## config.mk

```make
export PLATFORM = sky130hd
export DESIGN_NAME = mini_fabric
export DESIGN_NICKNAME = d
export VERILOG_FILES = /design/src/rtl/mini_fabric_pkg.sv /design/src/rtl/fab_cfg_chain.sv /design/src/rtl/fab_cell.sv /design/src/rtl/fab_switch.sv /design/src/rtl/mini_fabric.sv
export SDC_FILE = /design/constraint.sdc
export NUM_CORES = 1
export LEC_CHECK = 0
export BUFFER_PORTS_ARGS = -buffer_cell sky130_fd_sc_hd__buf_2
export CORE_MARGIN = 4
export CORE_UTILIZATION = 55
export DETAILED_ROUTE_END_ITERATION = 12
export MAX_ROUTING_LAYER = met4
export PLACE_DENSITY = 0.83
export REMOVE_ABC_BUFFERS = 1
export SYNTH_ARGS = -nofsm -noshare
export SYNTH_HDL_FRONTEND = slang
export SYNTH_HIERARCHICAL = 1
export SYNTH_SLANG_ARGS = --single-unit
```

## constraint.sdc

```tcl
create_clock -name clk -period 7.74 [get_ports clk]
set_input_delay 0.387 -clock clk [delete_from_list [all_inputs] [get_ports clk]]
set_output_delay 0.387 -clock clk [all_outputs]
set_load 0.05 [all_outputs]
```

## src/rtl/mini_fabric_pkg.sv

```systemverilog
package mini_fabric_pkg;
  localparam int unsigned NCELL  = 4;
  localparam int unsigned NSBOX  = NCELL + 1;
  localparam int unsigned NPIN   = 3;
  localparam int unsigned LUT_IN = 2;
  localparam int unsigned LUT_SZ = 1 << LUT_IN;
  localparam int unsigned CELL_W = LUT_SZ + 1;
  localparam int unsigned SBOX_W = 6;
  localparam int unsigned TAPS   = SBOX_W / LUT_IN;
  localparam int unsigned CFG_W  = NCELL * CELL_W + NSBOX * SBOX_W;
endpackage

```

## src/rtl/fab_cfg_chain.sv

```systemverilog
module fab_cfg_chain #(
  parameter int unsigned W = 50
) (
  input  logic         clk,
  input  logic         rst_n,
  input  logic         shift_en,
  input  logic         din,
  output logic [W-1:0] bits
);
  logic [W-1:0] bits_nxt;

  always_comb begin
    bits_nxt = bits;
    if (shift_en) bits_nxt = {bits[W-2:0], din};
  end

  always_ff @(posedge clk or negedge rst_n) begin
    if (!rst_n) bits <= '0;
    else        bits <= bits_nxt;
  end
endmodule

```

## src/rtl/fab_cell.sv

```systemverilog
module fab_cell #(
  parameter int unsigned NIN = 2,
  parameter int unsigned SZ  = 1 << NIN,
  parameter int unsigned FW  = SZ + 1
) (
  input  logic           clk,
  input  logic           rst_n,
  input  logic           run,
  input  logic [NIN-1:0] in,
  input  logic [FW-1:0]  field,
  output logic           q,
  output logic           ff_q
);
  logic [SZ-1:0] table_v;
  logic          lut_v;
  logic          ff_nxt;

  // field position i (sent i-th) sits at bit FW-1-i
  for (genvar i = 0; i < SZ; i++) begin : g_tt
    assign table_v[i] = field[FW-1-i];
  end

  assign lut_v = table_v[in];

  always_comb begin
    ff_nxt = ff_q;
    if (run) ff_nxt = lut_v;
  end

  always_ff @(posedge clk or negedge rst_n) begin
    if (!rst_n) ff_q <= 1'b0;
    else        ff_q <= ff_nxt;
  end

  assign q = field[0] ? ff_q : lut_v;
endmodule

```

## src/rtl/fab_switch.sv

```systemverilog
module fab_switch #(
  parameter int unsigned GROUPS = 2,
  parameter int unsigned TAPS   = 3,
  parameter int unsigned N      = GROUPS * TAPS
) (
  input  logic [N-1:0]      cand,
  input  logic [N-1:0]      sel,
  output logic [GROUPS-1:0] grp
);
  // closed taps are ORed; an open group reads 0
  for (genvar g = 0; g < GROUPS; g++) begin : g_grp
    assign grp[g] = |(cand[g*TAPS +: TAPS] & sel[g*TAPS +: TAPS]);
  end
endmodule

```

## src/rtl/mini_fabric.sv

```systemverilog
module mini_fabric
  import mini_fabric_pkg::*;
(
  input  logic            clk,
  input  logic            rst_n,
  input  logic            cfg_en,
  input  logic            cfg_din,
  input  logic [NPIN-1:0] pin,
  output logic            pout
);
  localparam int unsigned SB_BASE = CFG_W - NCELL * CELL_W;

  logic [1:0]       rst_pipe;
  logic             rst_core_n;
  logic [CFG_W-1:0] cfg_bits;
  logic [NCELL-1:0] cell_q;
  logic [NCELL-1:0] cell_ff;
  logic             run;
  logic [LUT_IN-1:0] out_grp;
  logic [SBOX_W-1:0] out_sel;
  logic [SBOX_W-1:0] out_cand;

  always_ff @(posedge clk or negedge rst_n) begin
    if (!rst_n) rst_pipe <= 2'b00;
    else        rst_pipe <= {rst_pipe[0], 1'b1};
  end
  assign rst_core_n = rst_pipe[1];
  assign run        = ~cfg_en;

  fab_cfg_chain #(.W(CFG_W)) u_chain (
    .clk(clk), .rst_n(rst_core_n), .shift_en(cfg_en), .din(cfg_din), .bits(cfg_bits)
  );

  for (genvar k = 0; k < NCELL; k++) begin : g_cell
    logic [SBOX_W-1:0] cand;
    logic [SBOX_W-1:0] sel;
    logic [LUT_IN-1:0] cin;
    logic [CELL_W-1:0] cfield;

    assign cfield = cfg_bits[CFG_W-1-k*CELL_W -: CELL_W];
    for (genvar j = 0; j < SBOX_W; j++) begin : g_sel
      assign sel[j] = cfg_bits[SB_BASE-1-k*SBOX_W-j];
    end

    assign cand[0] = pin[0];
    assign cand[1] = pin[2];
    assign cand[3] = pin[1];
    assign cand[4] = pin[2];
    if (k == 0) begin : g_edge
      assign cand[2] = 1'b0;
      assign cand[5] = 1'b0;
    end else begin : g_inner
      assign cand[2] = cell_q[k-1];
      assign cand[5] = cell_q[0];
    end

    fab_switch #(.GROUPS(LUT_IN), .TAPS(TAPS)) u_sb (
      .cand(cand), .sel(sel), .grp(cin)
    );

    fab_cell #(.NIN(LUT_IN), .SZ(LUT_SZ), .FW(CELL_W)) u_cell (
      .clk(clk), .rst_n(rst_core_n), .run(run), .in(cin), .field(cfield),
      .q(cell_q[k]), .ff_q(cell_ff[k])
    );
  end

  for (genvar j = 0; j < SBOX_W; j++) begin : g_osel
    assign out_sel[j] = cfg_bits[SBOX_W-1-j];
  end
  assign out_cand = {cell_q, pin[1:0]};

  fab_switch #(.GROUPS(LUT_IN), .TAPS(TAPS)) u_sb_out (
    .cand(out_cand), .sel(out_sel), .grp(out_grp)
  );

  assign pout = cfg_en ? 1'b0 : (|out_grp);
endmodule

```

# Word level (Yosys, flattened, before mapping)
# Cells that the tools add are included.
dict set report word_totals {
  reg_bits 56
  out_inout_bits 1
}
dict set report classes {
  n_lt_le_gt_ge 4
  n_mux 13
  bitwise 10
  reduce_logical 9
}
# op count
set ops {}
lappend ops {{3-bit bitwise AND} 8}
lappend ops {{3-bit OR reduction} 8}
lappend ops {{2-bit by 3-bit < comparator with 1-bit output, second input constant} 4}
lappend ops {{1-bit two-way mux} 9}
lappend ops {{1-bit binary-select mux with 2-bit select} 4}
lappend ops {{2-bit by 3-bit bitwise AND with 3-bit output} 2}
lappend ops {{6-bit OR reduction} 1}

# Logic depth before layout (Yosys ltp)
dict set report logic_depth {
  word_depth 23
  mapped_depth 19
  ltp_nobuf 19
}

# By module
# The synthesis kept the hierarchy.
# module seq_area_each_um2 area_per_inst_um2 cells_per_inst instances
set modules_own_cells {}
lappend modules_own_cells {fab_cfg_chain 1251.2 2113.3 106 1}
lappend modules_own_cells {fab_cell 25.0 70.1 4 4}
lappend modules_own_cells {fab_switch 0.0 27.5 4 5}
lappend modules_own_cells {mini_fabric 50.0 71.3 6 1}

# Worst setup path before layout
# No wires, ideal clock.
dict set report synth_timing {
  kind {input to output}
  start {input port pin[0]}
  end {output port pout}
  t_required_ps 7353
  path_stages 19
  arrival_time_ps 5349
  path_slack_ps 2004
  cell_sequence {a222oi_1 > inv_1 > mux4_2 > mux2_2 > a222oi_1 > inv_1 > mux4_2 > mux2_2 > a222oi_1 > inv_1 > mux4_2 > mux2_2 > a222oi_1 > inv_1 > mux4_2 > mux2_2 > a222oi_1 > inv_1 > o21ba_1}
}
dict set report synth_between {
  elab_chain_len 23
  word_cells_on_any_way 30
  cone_classes {13 x mux; 9 x bitwise; 8 x reduce/logical}
}
# item line
set synth_lines {}
lappend synth_lines {{start: declaration} mini_fabric.sv:8} ;# input logic [NPIN-1:0] pin,
lappend synth_lines {{2-bit by 3-bit bitwise AND with 3-bit output} fab_switch.sv:12} ;# assign grp[g] = |(cand[g*TAPS +: TAPS] & sel[g*TAPS +: TAPS]);
lappend synth_lines {{3-bit OR reduction} fab_switch.sv:12}
lappend synth_lines {{named net g_cell[0].cin[0]} mini_fabric.sv:37} ;# logic [LUT_IN-1:0] cin;
lappend synth_lines {{1-bit binary-select mux with 2-bit select} fab_cell.sv:23} ;# assign lut_v = table_v[in];
lappend synth_lines {{1-bit two-way mux (implied by the code)} fab_cell.sv:23}
lappend synth_lines {{1-bit two-way mux} fab_cell.sv:35} ;# assign q = field[0] ? ff_q : lut_v;
lappend synth_lines {{named net cell_q[0]} mini_fabric.sv:16} ;# logic [NCELL-1:0] cell_q;
lappend synth_lines {{3-bit bitwise AND} fab_switch.sv:12}
lappend synth_lines {{[... 1 more ...]} --}
lappend synth_lines {{named net g_cell[1].cin[0]} mini_fabric.sv:37}
lappend synth_lines {{[... 3 more ...]} --}
lappend synth_lines {{named net cell_q[1]} mini_fabric.sv:16}
lappend synth_lines {{[... 2 more ...]} --}
lappend synth_lines {{named net g_cell[2].cin[0]} mini_fabric.sv:37}
lappend synth_lines {{[... 3 more ...]} --}
lappend synth_lines {{named net cell_q[2]} mini_fabric.sv:16}
lappend synth_lines {{[... 2 more ...]} --}
lappend synth_lines {{named net g_cell[3].cin[0]} mini_fabric.sv:37}
lappend synth_lines {{1-bit binary-select mux with 2-bit select} fab_cell.sv:23}
lappend synth_lines {{1-bit two-way mux (implied by the code)} fab_cell.sv:23}
lappend synth_lines {{1-bit two-way mux} fab_cell.sv:35}
lappend synth_lines {{named net cell_q[3]} mini_fabric.sv:16}
lappend synth_lines {{3-bit bitwise AND} fab_switch.sv:12}
lappend synth_lines {{6-bit OR reduction} mini_fabric.sv:76} ;# assign pout = cfg_en ? 1'b0 : (|out_grp);
lappend synth_lines {{1-bit two-way mux} mini_fabric.sv:76}
lappend synth_lines {{end: declaration} mini_fabric.sv:9} ;# output logic pout
# The timed path passes the listed nets, and every way through them passes these cells. The select of a mux whose other input is x is not followed.

# Worst setup path in the final report
dict set report layout_timing {
  start {register u_chain.bits[29]}
  end {output port pout}
}
dict set report layout_between {
  elab_chain_len 23
  word_cells_on_any_way 30
  cone_classes {13 x mux; 9 x bitwise; 8 x reduce/logical}
}
# item line
set layout_lines {}
lappend layout_lines {{start: declaration} fab_cfg_chain.sv:8} ;# output logic [W-1:0] bits
lappend layout_lines {{start signal: assignment} fab_cfg_chain.sv:19} ;# else bits <= bits_nxt;
lappend layout_lines {{2-bit by 3-bit bitwise AND with 3-bit output} fab_switch.sv:12}
lappend layout_lines {{3-bit OR reduction} fab_switch.sv:12}
lappend layout_lines {{named net g_cell[0].cin[0]} mini_fabric.sv:37}
lappend layout_lines {{1-bit binary-select mux with 2-bit select} fab_cell.sv:23}
lappend layout_lines {{1-bit two-way mux (implied by the code)} fab_cell.sv:23}
lappend layout_lines {{1-bit two-way mux} fab_cell.sv:35}
lappend layout_lines {{named net cell_q[0]} mini_fabric.sv:16}
lappend layout_lines {{3-bit bitwise AND} fab_switch.sv:12}
lappend layout_lines {{[... 1 more ...]} --}
lappend layout_lines {{named net g_cell[1].cin[0]} mini_fabric.sv:37}
lappend layout_lines {{[... 3 more ...]} --}
lappend layout_lines {{named net cell_q[1]} mini_fabric.sv:16}
lappend layout_lines {{[... 2 more ...]} --}
lappend layout_lines {{named net g_cell[2].cin[0]} mini_fabric.sv:37}
lappend layout_lines {{[... 3 more ...]} --}
lappend layout_lines {{named net cell_q[2]} mini_fabric.sv:16}
lappend layout_lines {{[... 2 more ...]} --}
lappend layout_lines {{named net g_cell[3].cin[0]} mini_fabric.sv:37}
lappend layout_lines {{1-bit binary-select mux with 2-bit select} fab_cell.sv:23}
lappend layout_lines {{1-bit two-way mux (implied by the code)} fab_cell.sv:23}
lappend layout_lines {{1-bit two-way mux} fab_cell.sv:35}
lappend layout_lines {{named net cell_q[3]} mini_fabric.sv:16}
lappend layout_lines {{3-bit bitwise AND} fab_switch.sv:12}
lappend layout_lines {{6-bit OR reduction} mini_fabric.sv:76}
lappend layout_lines {{1-bit two-way mux} mini_fabric.sv:76}
# The timed path passes the listed nets, and every way through them passes these cells. The select of a mux whose other input is x is not followed.

==> flow_summary_export.csv <==
group,metric,value,unit
yosys,synth-simple-area-share,0,
yosys,ys_seq_area_frac,0.538,
worst_setup_path,worst_ep_required_time,7.35,ns
yosys,synth_top_family_by_area,"multiplexers",
timing,worst_clock_skew,0.0122,ns
floorplanning,fp.dieArea,5900,um2
outcome,run_status,"finished, final reports clean",
worst_setup_path,sort_of_element_at_the_start_of_the_critical_path,"flip-flop",
timing,slew-limit-headroom,0.261,
cts,htree_levels,2,
yosys,ys_warn_count,6,
flow_run,timing.max_cap.violations,0,
placed_design,hpwl,2760,um
yosys,synthesis.area,2600,um2
yosys,synthMuxAreaShare,0.358,
yosys,synth-adder-area-share,0,
global_route,grt_first_pass_wirelength,7180,um
cts,cts_tree,"built",
floorplanning,start_util,0.582,
global_route,vias_in_the_first_global_route,1406,
cells_and_area,cell_area_after_layout,2730,um2
detailed_routing,drtPass1Iterations,5,
floorplanning,core,4470,um2
detailed_routing,avg_wl_per_cell,19.8,um
placed_design,detailed_place.area,2600,um2
worst_setup_path,worst_ep_arrival_time,6.33,ns
floorplanning,die_height,76.8,um
cts,cts.repair.resized,0,
yosys,ys_types,10,
power,leakagePower,1.41,nW
cells_and_area,final_nets,166,
global_route,globalRoute.totalOverflow,0,
placed_design,routabilityCongestion,0.779,
timing,clock.fmax,0.149,GHz
cells_and_area,drive_gt1_frac,0.494,
power,power.density,287,nW/um2
worst_setup_path,timing.critical_path.buf_inv,6,
cells_and_area,antenna_cells_inserted,0,
cells_and_area,fin_cells,212,
timing,unrepaired_setup_endpoints_after_global_routing,"false",
cells_and_area,syn_to_final_growth,4.71,%
timing,setup_violations,0,
worst_setup_path,timing.critical_path.cells,"a222oi_1 > inv_1 > mux4_2 > mux2_2 > a222oi_1 > inv_1 > mux4_2 > mux2_2 > a222oi_1 > inv_1 > mux4_2 > mux2_2 > a222oi_1 > inv_1 > mux4_2 > mux2_2 > a222oi_1 > inv_1 > o21ba_1 > buf_2",
detailed_routing,dr.first_iter.drc_count,104,
detailed_routing,route.antenna.remaining_nets,0,
placed_design,port_buffers,7,
timing,report.final.hold_viol_count,0,
timing,finalMaxSlewViolations,0,
yosys,synth_compound_area_frac,0.0423,
global_route,grt_usage,0.159,
timing,final.period_utilization,0.868,
detailed_routing,route.final.wire_length,4190,um
placed_design,place_worst_setup_slack,1.25,ns
yosys,netlist_instances,148,
global_route,grt_max_degree,55,
worst_setup_path,timing.critical_path.max_delay_family,"multiplexers",
global_route,grt_antenna_before_repair,0,
power,ir_worst_vdd,0.202,mV
cts,cts.sink_count,56,
detailed_routing,avgViaCountPerCell,6.02,
worst_setup_path,worstPathMaxFanout,5,
detailed_routing,drt_drc_violations_left,0,
worst_setup_path,cpMaxStageDelayCell,"mux4_2",
yosys,synth-xor-area-share,0,
worst_setup_path,worst-setup-path-type,"reg -> out",
floorplanning,rows,24,
detailed_routing,dr_total_vias,1277,
placed_design,post-place-cells,203,
cells_and_area,final_core_util,0.609,
cts,cts_buffers,5,
timing,final.setup.tns,0,ns
cts,cts_buffer_depth,2,
worst_hold_path,hp-class,"in -> reg",
cts,insertion_delay,0.31,ns
floorplanning,die_width,76.8,um
cts,clock-root-buffer,"clkbuf_8",
timing,final.min_clock_period,6.72,ns
timing,fin_ws,1.02,ns
yosys,syn_avg_cell_area,17.6,um2
timing,tightest_slew,1.11,ns
floorplanning,io-pin-count,8,
worst_setup_path,end_kind,"primary output",
worst_setup_path,critical_path.max_stage_delay,0.47,ns
yosys,synth-seq-cells,56,
cts,cts.clk_slew.worst_paths,0.09,ns
per-layer routing:
layer  track usage  wire (um)
met4        0.0598         59
met5             -          0
met1         0.214       1890
met2         0.236       2070
met3        0.0386        165
layout make-up:
cell class / instances / area (um2)
Clock buffer: 5 / 68.8
Clock inverter: 3 / 42.5
Fill cell: 319 / 1750
Inverter: 11 / 41.3
Multi-Input combinational cell: 76 / 1050
Sequential cell: 56 / 1400
Tap cell: 52 / 65.1
Timing Repair Buffer: 9 / 52.6
where the power goes:
| part | leakage, nW | switching (mW) | internal, mW | total [mW] |
|---|---|---|---|---|
| sequential | 0.727 | 0.0645 | 0.359 | 0.423 |
| combinational | 0.625 | 0.0508 | 0.118 | 0.169 |
| clock | 0.0541 | 0.0929 | 0.0958 | 0.189 |
| total | 1.41 | 0.208 | 0.573 | 0.781 |
Yosys cell counts:
cell	instances	area share
mux4_2	4	0.035
inv_1	11	0.016
a222oi_1	10	0.038
buf_12	5	0.038
conb_1	2	0.0029
mux2_2	8	0.035
o21ba_1	1	0.0038
dfrtp_1	56	0.54
buf_6	1	0.0043
mux2_4	50	0.29
cell usage in the layout (no fill, tap or decap), types with 3 or more instances in the layout:
| cell type | n |
|---|---|
| clkbuf_8 | 5 |
| a222oi_1 | 10 |
| mux2_2 | 8 |
| mux2_4 | 50 |
| buf_2 | 7 |
| conb_1 | 3 |
| inv_1 | 11 |
| mux4_2 | 4 |
| dfrtp_1 | 55 |
state kept, by name, summed over array words and instances, names as in the netlist:
name,count
g_cell.u_cell/ff_q,4
rst_pipe,2
u_chain/bits,50
repair_timing:
item,CTS,global route
endpoints found under the hold margin,2,0
hold buffers,1,0
setup buffers,0,0
path summary, 6_finish.rpt:
| kind | startpoint | endpoint | slack, ns | depth (start not counted) |
|---|---|---|---|---|
| hold / removal | cfg_din | u_chain/bits[0] | 0.31 | 2 |
| min in group asynchronous | rst_n | rst_pipe[0] | 0.39 | 2 |
| setup / recovery | u_chain/bits[29] | pout | 1.02 | 20 |
| hold reg to reg | rst_pipe[0] | rst_pipe[1] | 0.37 | 0 |
| setup reg to reg | u_chain/bits[29] | g_cell[3].u_cell/ff_q | 2.35 | 16 |
| max in group asynchronous | rst_pipe[1] | u_chain/bits[13] | 6.58 | 0 |
stage by stage:
| step | total power, mW | hold slack (ns) |
|---|---|---|
| after floorplan | 0.546 | 0.0914 |
| after global placement | 0.583 | 0.172 |
| after detailed placement | 0.595 | 0.176 |
| after CTS | 0.787 | 0.300 |
| after global routing | 0.817 | 0.301 |
| final | 0.781 | 0.310 |
cell families (layout without fill, tap and decap cells):
family	after synthesis	in the layout
buf+inv	17	28
compound gates	11	11
flops	56	56
mux	62	62
other cells	2	3
Power figures use the tool's default switching activity.
